### src/rtl/bcd_pkg.sv
package bcd_pkg;

  localparam int BYTE_W     = 8;
  localparam int NIB_W      = 4;
  localparam int WIDE_W     = BYTE_W + 2;
  localparam int OP_W       = 2;
  localparam int DIGIT_MAX  = 9;
  localparam int DIGIT_ADJ  = 6;
  localparam int HIGH_LIMIT = 'h9F;
  localparam int HIGH_ADJ   = 'h60;
  localparam int RADIX_SQ   = 100;

  typedef enum logic [OP_W-1:0] {
    BCD_OP_ADD    = 2'd0,
    BCD_OP_SUB    = 2'd1,
    BCD_OP_NEG    = 2'd2,
    BCD_OP_NEGALT = 2'd3
  } bcd_op_e;

  typedef struct packed {
    logic [BYTE_W-1:0] value;
    logic              ext;
    logic              carry;
    logic              zero;
    logic              neg;
    logic              ovf;
  } bcd_result_t;

  function automatic logic digits_ok(input logic [BYTE_W-1:0] b);
    return (b[NIB_W-1:0] <= NIB_W'(DIGIT_MAX)) &&
           (b[BYTE_W-1:NIB_W] <= NIB_W'(DIGIT_MAX));
  endfunction

  function automatic int dec_of(input logic [BYTE_W-1:0] b);
    return int'(b[BYTE_W-1:NIB_W]) * 10 + int'(b[NIB_W-1:0]);
  endfunction

endpackage

### src/rtl/bcd_add_core.sv
module bcd_add_core
  import bcd_pkg::*;
(
  input  logic [BYTE_W-1:0] a_dst,
  input  logic [BYTE_W-1:0] a_src,
  input  logic              a_x,
  output logic [BYTE_W-1:0] a_sum,
  output logic              a_carry,
  output logic              a_ovf
);
  localparam int LoW = NIB_W + 2;

  logic [LoW-1:0]    lo_raw, lo_fix;
  logic [WIDE_W-1:0] bin_sum, run, fixed;

  always_comb begin
    lo_raw  = LoW'(a_dst[NIB_W-1:0]) + LoW'(a_src[NIB_W-1:0]) + LoW'(a_x);
    lo_fix  = (lo_raw > LoW'(DIGIT_MAX)) ? lo_raw + LoW'(DIGIT_ADJ) : lo_raw;
    bin_sum = WIDE_W'(a_dst) + WIDE_W'(a_src) + WIDE_W'(a_x);
    run     = WIDE_W'({a_dst[BYTE_W-1:NIB_W], {NIB_W{1'b0}}})
            + WIDE_W'({a_src[BYTE_W-1:NIB_W], {NIB_W{1'b0}}})
            + WIDE_W'(lo_fix);
    fixed   = (run > WIDE_W'(HIGH_LIMIT)) ? run + WIDE_W'(HIGH_ADJ) : run;
    a_sum   = fixed[BYTE_W-1:0];
    a_carry = |fixed[WIDE_W-1:BYTE_W];
    a_ovf   = fixed[BYTE_W-1] & ~bin_sum[BYTE_W-1];

    if (digits_ok(a_dst) && digits_ok(a_src)) begin

      add_decimal_chk: assert (digits_ok(fixed[BYTE_W-1:0]) &&
        (dec_of(fixed[BYTE_W-1:0]) + RADIX_SQ * int'(|fixed[WIDE_W-1:BYTE_W])
         == dec_of(a_dst) + dec_of(a_src) + int'(a_x)))
        else $error("decimal add mismatch");
    end
  end

endmodule

### src/rtl/bcd_sub_core.sv
module bcd_sub_core
  import bcd_pkg::*;
(
  input  logic [BYTE_W-1:0] s_lhs,
  input  logic [BYTE_W-1:0] s_rhs,
  input  logic              s_x,
  output logic [BYTE_W-1:0] s_diff,
  output logic              s_carry,
  output logic              s_ovf
);
  logic [WIDE_W-1:0] bin_diff, lo_raw, lo_corr, hi_corr, tens, full, borrow_src;

  always_comb begin
    bin_diff   = WIDE_W'(s_lhs) - WIDE_W'(s_rhs) - WIDE_W'(s_x);
    lo_raw     = WIDE_W'(s_lhs[NIB_W-1:0]) - WIDE_W'(s_rhs[NIB_W-1:0]) - WIDE_W'(s_x);
    lo_corr    = lo_raw[WIDE_W-1]   ? WIDE_W'(DIGIT_ADJ) : '0;
    hi_corr    = bin_diff[WIDE_W-1] ? WIDE_W'(HIGH_ADJ)  : '0;
    tens       = WIDE_W'({s_lhs[BYTE_W-1:NIB_W], {NIB_W{1'b0}}})
               - WIDE_W'({s_rhs[BYTE_W-1:NIB_W], {NIB_W{1'b0}}})
               - hi_corr;
    full       = lo_raw + tens - lo_corr;
    borrow_src = bin_diff - lo_corr;
    s_diff     = full[BYTE_W-1:0];
    s_carry    = |borrow_src[WIDE_W-1:BYTE_W];
    s_ovf      = bin_diff[BYTE_W-1] & ~full[BYTE_W-1];

    if (digits_ok(s_lhs) && digits_ok(s_rhs)) begin

      sub_decimal_chk: assert (digits_ok(full[BYTE_W-1:0]) &&
        (dec_of(full[BYTE_W-1:0]) - RADIX_SQ * int'(|borrow_src[WIDE_W-1:BYTE_W])
         == dec_of(s_lhs) - dec_of(s_rhs) - int'(s_x)))
        else $error("decimal subtract mismatch");
    end
  end

endmodule

### src/rtl/bcd_flag_merge.sv
module bcd_flag_merge
  import bcd_pkg::*;
(
  input  logic [BYTE_W-1:0] m_value,
  input  logic              m_carry,
  input  logic              m_ovf,
  input  logic              m_z_in,
  output bcd_result_t       m_res
);
  logic seen_nonzero;

  always_comb begin
    seen_nonzero  = ~m_z_in | (|m_value);
    m_res.value   = m_value;
    m_res.carry   = m_carry;
    m_res.ext     = m_carry;
    m_res.zero    = ~seen_nonzero;
    m_res.neg     = m_value[BYTE_W-1];
    m_res.ovf     = m_ovf;
  end

endmodule

### src/rtl/bcd_arith_unit.sv
module bcd_arith_unit
  import bcd_pkg::*;
(
  input  logic              clk,
  input  logic              rst_n,
  input  logic              in_valid,
  output logic              in_ready,
  input  logic [OP_W-1:0]   in_op,
  input  logic [BYTE_W-1:0] in_src,
  input  logic [BYTE_W-1:0] in_dst,
  input  logic              in_x,
  input  logic              in_z,
  output logic              out_valid,
  input  logic              out_ready,
  output logic [BYTE_W-1:0] out_value,
  output logic              out_x,
  output logic              out_c,
  output logic              out_z,
  output logic              out_n,
  output logic              out_v
);
  bcd_op_e           op;
  logic              is_add;
  logic [BYTE_W-1:0] sub_lhs;
  logic [BYTE_W-1:0] add_sum, sub_diff, pick_value;
  logic              add_c, add_v, sub_c, sub_v, pick_c, pick_v;
  bcd_result_t       next_res, held;
  logic              hold_valid;
  logic              accept;

  always_comb begin
    op      = bcd_op_e'(in_op);
    is_add  = (op == BCD_OP_ADD);
    sub_lhs = (op == BCD_OP_NEG || op == BCD_OP_NEGALT) ? '0 : in_dst;
  end

  bcd_add_core u_add (
    .a_dst   (in_dst),
    .a_src   (in_src),
    .a_x     (in_x),
    .a_sum   (add_sum),
    .a_carry (add_c),
    .a_ovf   (add_v)
  );

  bcd_sub_core u_sub (
    .s_lhs   (sub_lhs),
    .s_rhs   (in_src),
    .s_x     (in_x),
    .s_diff  (sub_diff),
    .s_carry (sub_c),
    .s_ovf   (sub_v)
  );

  always_comb begin
    pick_value = is_add ? add_sum : sub_diff;
    pick_c     = is_add ? add_c   : sub_c;
    pick_v     = is_add ? add_v   : sub_v;
  end

  bcd_flag_merge u_flags (
    .m_value (pick_value),
    .m_carry (pick_c),
    .m_ovf   (pick_v),
    .m_z_in  (in_z),
    .m_res   (next_res)
  );

  assign in_ready = ~hold_valid | out_ready;
  assign accept   = in_valid & in_ready;

  always_ff @(posedge clk or negedge rst_n) begin
    if (!rst_n) begin
      hold_valid <= 1'b0;
      held       <= '0;
    end else begin
      if (accept) begin
        hold_valid <= 1'b1;
        held       <= next_res;
      end else if (out_ready) begin
        hold_valid <= 1'b0;
      end
    end
  end

  assign out_valid = hold_valid;
  assign out_value = held.value;
  assign out_x     = held.ext;
  assign out_c     = held.carry;
  assign out_z     = held.zero;
  assign out_n     = held.neg;
  assign out_v     = held.ovf;


  accept_latency_chk: assert property (@(posedge clk) disable iff (!rst_n)
    in_valid && in_ready |=> out_valid);


  stall_hold_chk: assert property (@(posedge clk) disable iff (!rst_n)
    out_valid && !out_ready |=> out_valid && $stable(out_value) && $stable(out_x)
      && $stable(out_c) && $stable(out_z) && $stable(out_n) && $stable(out_v));


  zero_sticky_chk: assert property (@(posedge clk) disable iff (!rst_n)
    in_valid && in_ready && !in_z |=> !out_z);

endmodule

### config.mk
export PLATFORM = sky130hd
export DESIGN_NAME = bcd_arith_unit
export DESIGN_NICKNAME = d
export VERILOG_FILES = /design/src/rtl/bcd_pkg.sv /design/src/rtl/bcd_add_core.sv /design/src/rtl/bcd_sub_core.sv /design/src/rtl/bcd_flag_merge.sv /design/src/rtl/bcd_arith_unit.sv
export SDC_FILE = /design/constraint.sdc
export NUM_CORES = 1
export LEC_CHECK = 0
export BUFFER_PORTS_ARGS = -buffer_cell sky130_fd_sc_hd__buf_2
export CAP_MARGIN = 20
export CELL_PAD_IN_SITES_DETAIL_PLACEMENT = 0
export CELL_PAD_IN_SITES_GLOBAL_PLACEMENT = 2
export CORE_MARGIN = 2
export CORE_UTILIZATION = 31
export CTS_CLUSTER_DIAMETER = 40
export DETAILED_ROUTE_END_ITERATION = 10
export PLACE_DENSITY_LB_ADDON = 0.1
export SLEW_MARGIN = 20
export SYNTH_ARGS = -nofsm -noshare
export SYNTH_HDL_FRONTEND = slang
export SYNTH_SLANG_ARGS = --single-unit
### constraint.sdc
create_clock -name clk -period 1.25 [get_ports clk]
set_input_delay 0.0625 -clock clk [delete_from_list [all_inputs] [get_ports clk]]
set_output_delay 0.0625 -clock clk [all_outputs]
set_load 0.05 [all_outputs]
==> flow_summary.json <==
{
  "status": "complete, but fails checks",
  "violations": "negative setup slack",
  "start_util_pct": 32.37,
  "cp_max_fo": 4,
  "maxCapViolCount": 0,
  "ys_seq_area_share_pct": 10.54,
  "clock-root-buffer": "clkbuf_8",
  "syn_inst": 364,
  "power_mw": 6.844,
  "worst_hold_path_type": "primary input to register",
  "row_count": 34,
  "overflow": 0,
  "synth.most_common_cell": "inv_1",
  "max_slew.worst_pin.slew_ns": 0.5732,
  "num_vias": 3172,
  "fin_crit_sh_pct": 383.8,
  "die-area_mm2": 0.009977,
  "syn_nets": 436,
  "slew_headroom_pct": 61.37,
  "path_cells": "buf_6 -> nand2b_4 -> ha_4 -> inv_2 -> fa_2 -> a21o_1 -> a221o_1 -> or3_1 -> a2111o_1 -> o21bai_2 -> ha_2 -> inv_2 -> fa_1 -> inv_2 -> fa_1 -> inv_2 -> ha_4 -> xnor2_2 -> nor4_1 -> o21ai_1 -> a2111o_1 -> o41ai_2",
  "yosys_register_bits": 12,
  "ir_worst_vdd_mv": 1.061,
  "final_layout_size_suffix_gt1_share_pct": 51.76,
  "critPathSlowestCell": "fa_1",
  "drt-total-wl_um": 9252,
  "final_nets": 612,
  "die_w_um": 99.89,
  "grt_pass1_vias": 3307,
  "io_pins": 39,
  "die_y_um": 99.89,
  "cts_buffers": 3,
  "min_period_ns": 4.798,
  "htreeDepth": 1,
  "setup.worst_path.end_class": "register",
  "yosysUniqueCellTypes": 66,
  "criticalPathCategory": "primary input to register",
  "finish.utilization_pct": 54.05,
  "hold_violations": 0,
  "synthFlopType": "dfrtp_1",
  "antenna_found_initial": 0,
  "cts_tree": "done",
  "synth.avg_cell_area_um2": 7.830,
  "timing.hold.ws_ns": 0.04746,
  "grt_pass1_wl_um": 15270,
  "clock_sinks": 12,
  "port_buffers": 38,
  "grt_start_max_net_pins": 13,
  "max_freq_ghz": 0.2084,
  "clk_latency_ns": 0.24,
  "cp.required_ns": 1.38,
  "wire_per_inst_um": 14.30,
  "cts_buffer_depth": 2,
  "fin_tns_setup_ns": -26.55,
  "clk_pin_slew_ns": 0.05,
  "syn_to_final_growth_pct": 66.99,
  "setup_slack_ns": -3.548,
  "drt-initial-drc-count": 91,
  "gp_congestion": 0.8562,
  "grt_setup_unrepaired": "true",
  "dp_hpwl_um": 7820,
  "synthTopCellsByArea": "ha_1 17%, dfrtp_1 11%, fa_1 7.0%, inv_1 5.8%, xnor2_1 5.5%",
  "yosys.area.top_type": "ha_1",
  "core-area_mm2": 0.008806,
  "powerDensity_mw_per_mm2": 1438,
  "critPathMostFrequentCell": "inv_2",
  "diodes": 0,
  "synth_top_area_share_pct": 16.68,
  "synth-async-reset-ratio_pct": 100.0,
  "cp-start-kind": "primary input",
  "drv_slew": 0,
  "drc": 0,
  "ant_nets": 0,
  "critPathTopFamily": "adder cells",
  "fin_skew_ns": 0.0005664,
  "synth_top_cells_by_count": "44 x inv_1, 38 x ha_1, 29 x nand2_1, 22 x a21oi_1, 21 x nor2_1",
  "first_pass_iters": 4,
  "cp.arrival_ns": 4.93,
  "syn_area_mm2": 0.002850,
  "grt_util_all_layers_pct": 18.82,
  "synth_edf_count": 0,
  "path_buf_inv": 5,
  "finalSetupViolCount": 10,
  "viasPerCell": 4.903,
  "ys_warn_count": 0,
  "p_leak_nw": 2.317,
  "cpPeakStageDelay_ns": 0.51
}
==> where the power goes <==
part	switching [mW]	leakage (nW)	internal, mW
clock	0.149	0.0288	0.279
combinational	3.00	2.14	2.82
sequential	0.0737	0.144	0.528
total	3.22	2.32	3.62
==> cell usage in the layout (no fill, tap or decap), types with 9 or more instances in the layout <==
cell type and count:
xnor2_1 13, nor2_1 17, ha_1 27, buf_6 10, a21oi_1 15, inv_2 10, buf_4 138, dfrtp_1 11
buf_2 35, inv_1 34, nand2_1 28, ha_4 9
==> sequential cells by signal, indices dropped and copies added (netlist names) <==
register   flops
out_v          1
out_z          1
out_valid      1
out_value      8
out_c          1
==> cell type report <==
cell class / count / area (µm²)
multi-input combinational: 292 / 2719
fill: 823 / 4046
tap: 108 / 135.1
sequential: 12 / 301.5
inverter: 44 / 165.2
clock buffer: 4 / 55.05
timing repair buffer: 187 / 1384
==> metrics by stage <==
step	setup WS, ns	cell area (µm²)	cells
after floorplan	-3.661	3082	364
after global placement	-3.708	4277	627
after detailed placement	-3.835	4277	627
after CTS	-3.558	4564	641
after global routing	-3.772	4760	647
final	-3.548	4760	647
==> per-layer routing <==
layer	share of wire (%)	track usage (%)
met5	0	0
met4	1.5	2.529
met3	1.7	2.019
met2	48	33.06
met1	48	25.64
==> worst paths after layout <==
kind,slack (ns),cells past startpoint,endpoint,start
max,-3.55,22,out_z$_DFFE_PN0P_,in_op[1]
min,0.05,2,out_valid$_DFFE_PN0P_,in_valid
max reg2reg,-0.12,5,out_z$_DFFE_PN0P_,out_valid$_DFFE_PN0P_
min reg2reg,0.47,2,out_value[0]$_DFFE_PN0P_,out_value[0]$_DFFE_PN0P_
max in group asynchronous,0.77,2,out_valid$_DFFE_PN0P_,rst_n
min in group asynchronous,0.24,2,out_value[2]$_DFFE_PN0P_,rst_n
==> cell families (layout without fill, tap and decap cells) <==
logic type / Yosys count / after routing / synth area share, %
muxes: 6 / 6 / 2.239
AOI/OAI and AO/OA: 96 / 96 / 24.63
buffers and inverters: 60 / 235 / 8.604
adders and majority gates: 48 / 48 / 23.71
xor gates and xnor gates: 28 / 28 / 9.614
DFF: 12 / 12 / 10.54
and+or+nand+nor: 114 / 114 / 20.68
==> what timing repair did <==
item                                   CTS  global route
hold buffers                             1             0
endpoints found under the hold margin   12             0
setup buffers                            9             9
setup endpoints to repair               10            10
gates resized for setup                 37            31
pin swaps                               31            31
==> worst reg2reg max path: stages (launching register included) <==
cell and delay, ns:
dfrtp_2 0.42, nand2b_4 0.07, and2_4 0.14, o21ai_1 0.06, a2111o_1 0.36, o41ai_2 0.22
No activity file was read; power rests on OpenSTA's default activity.
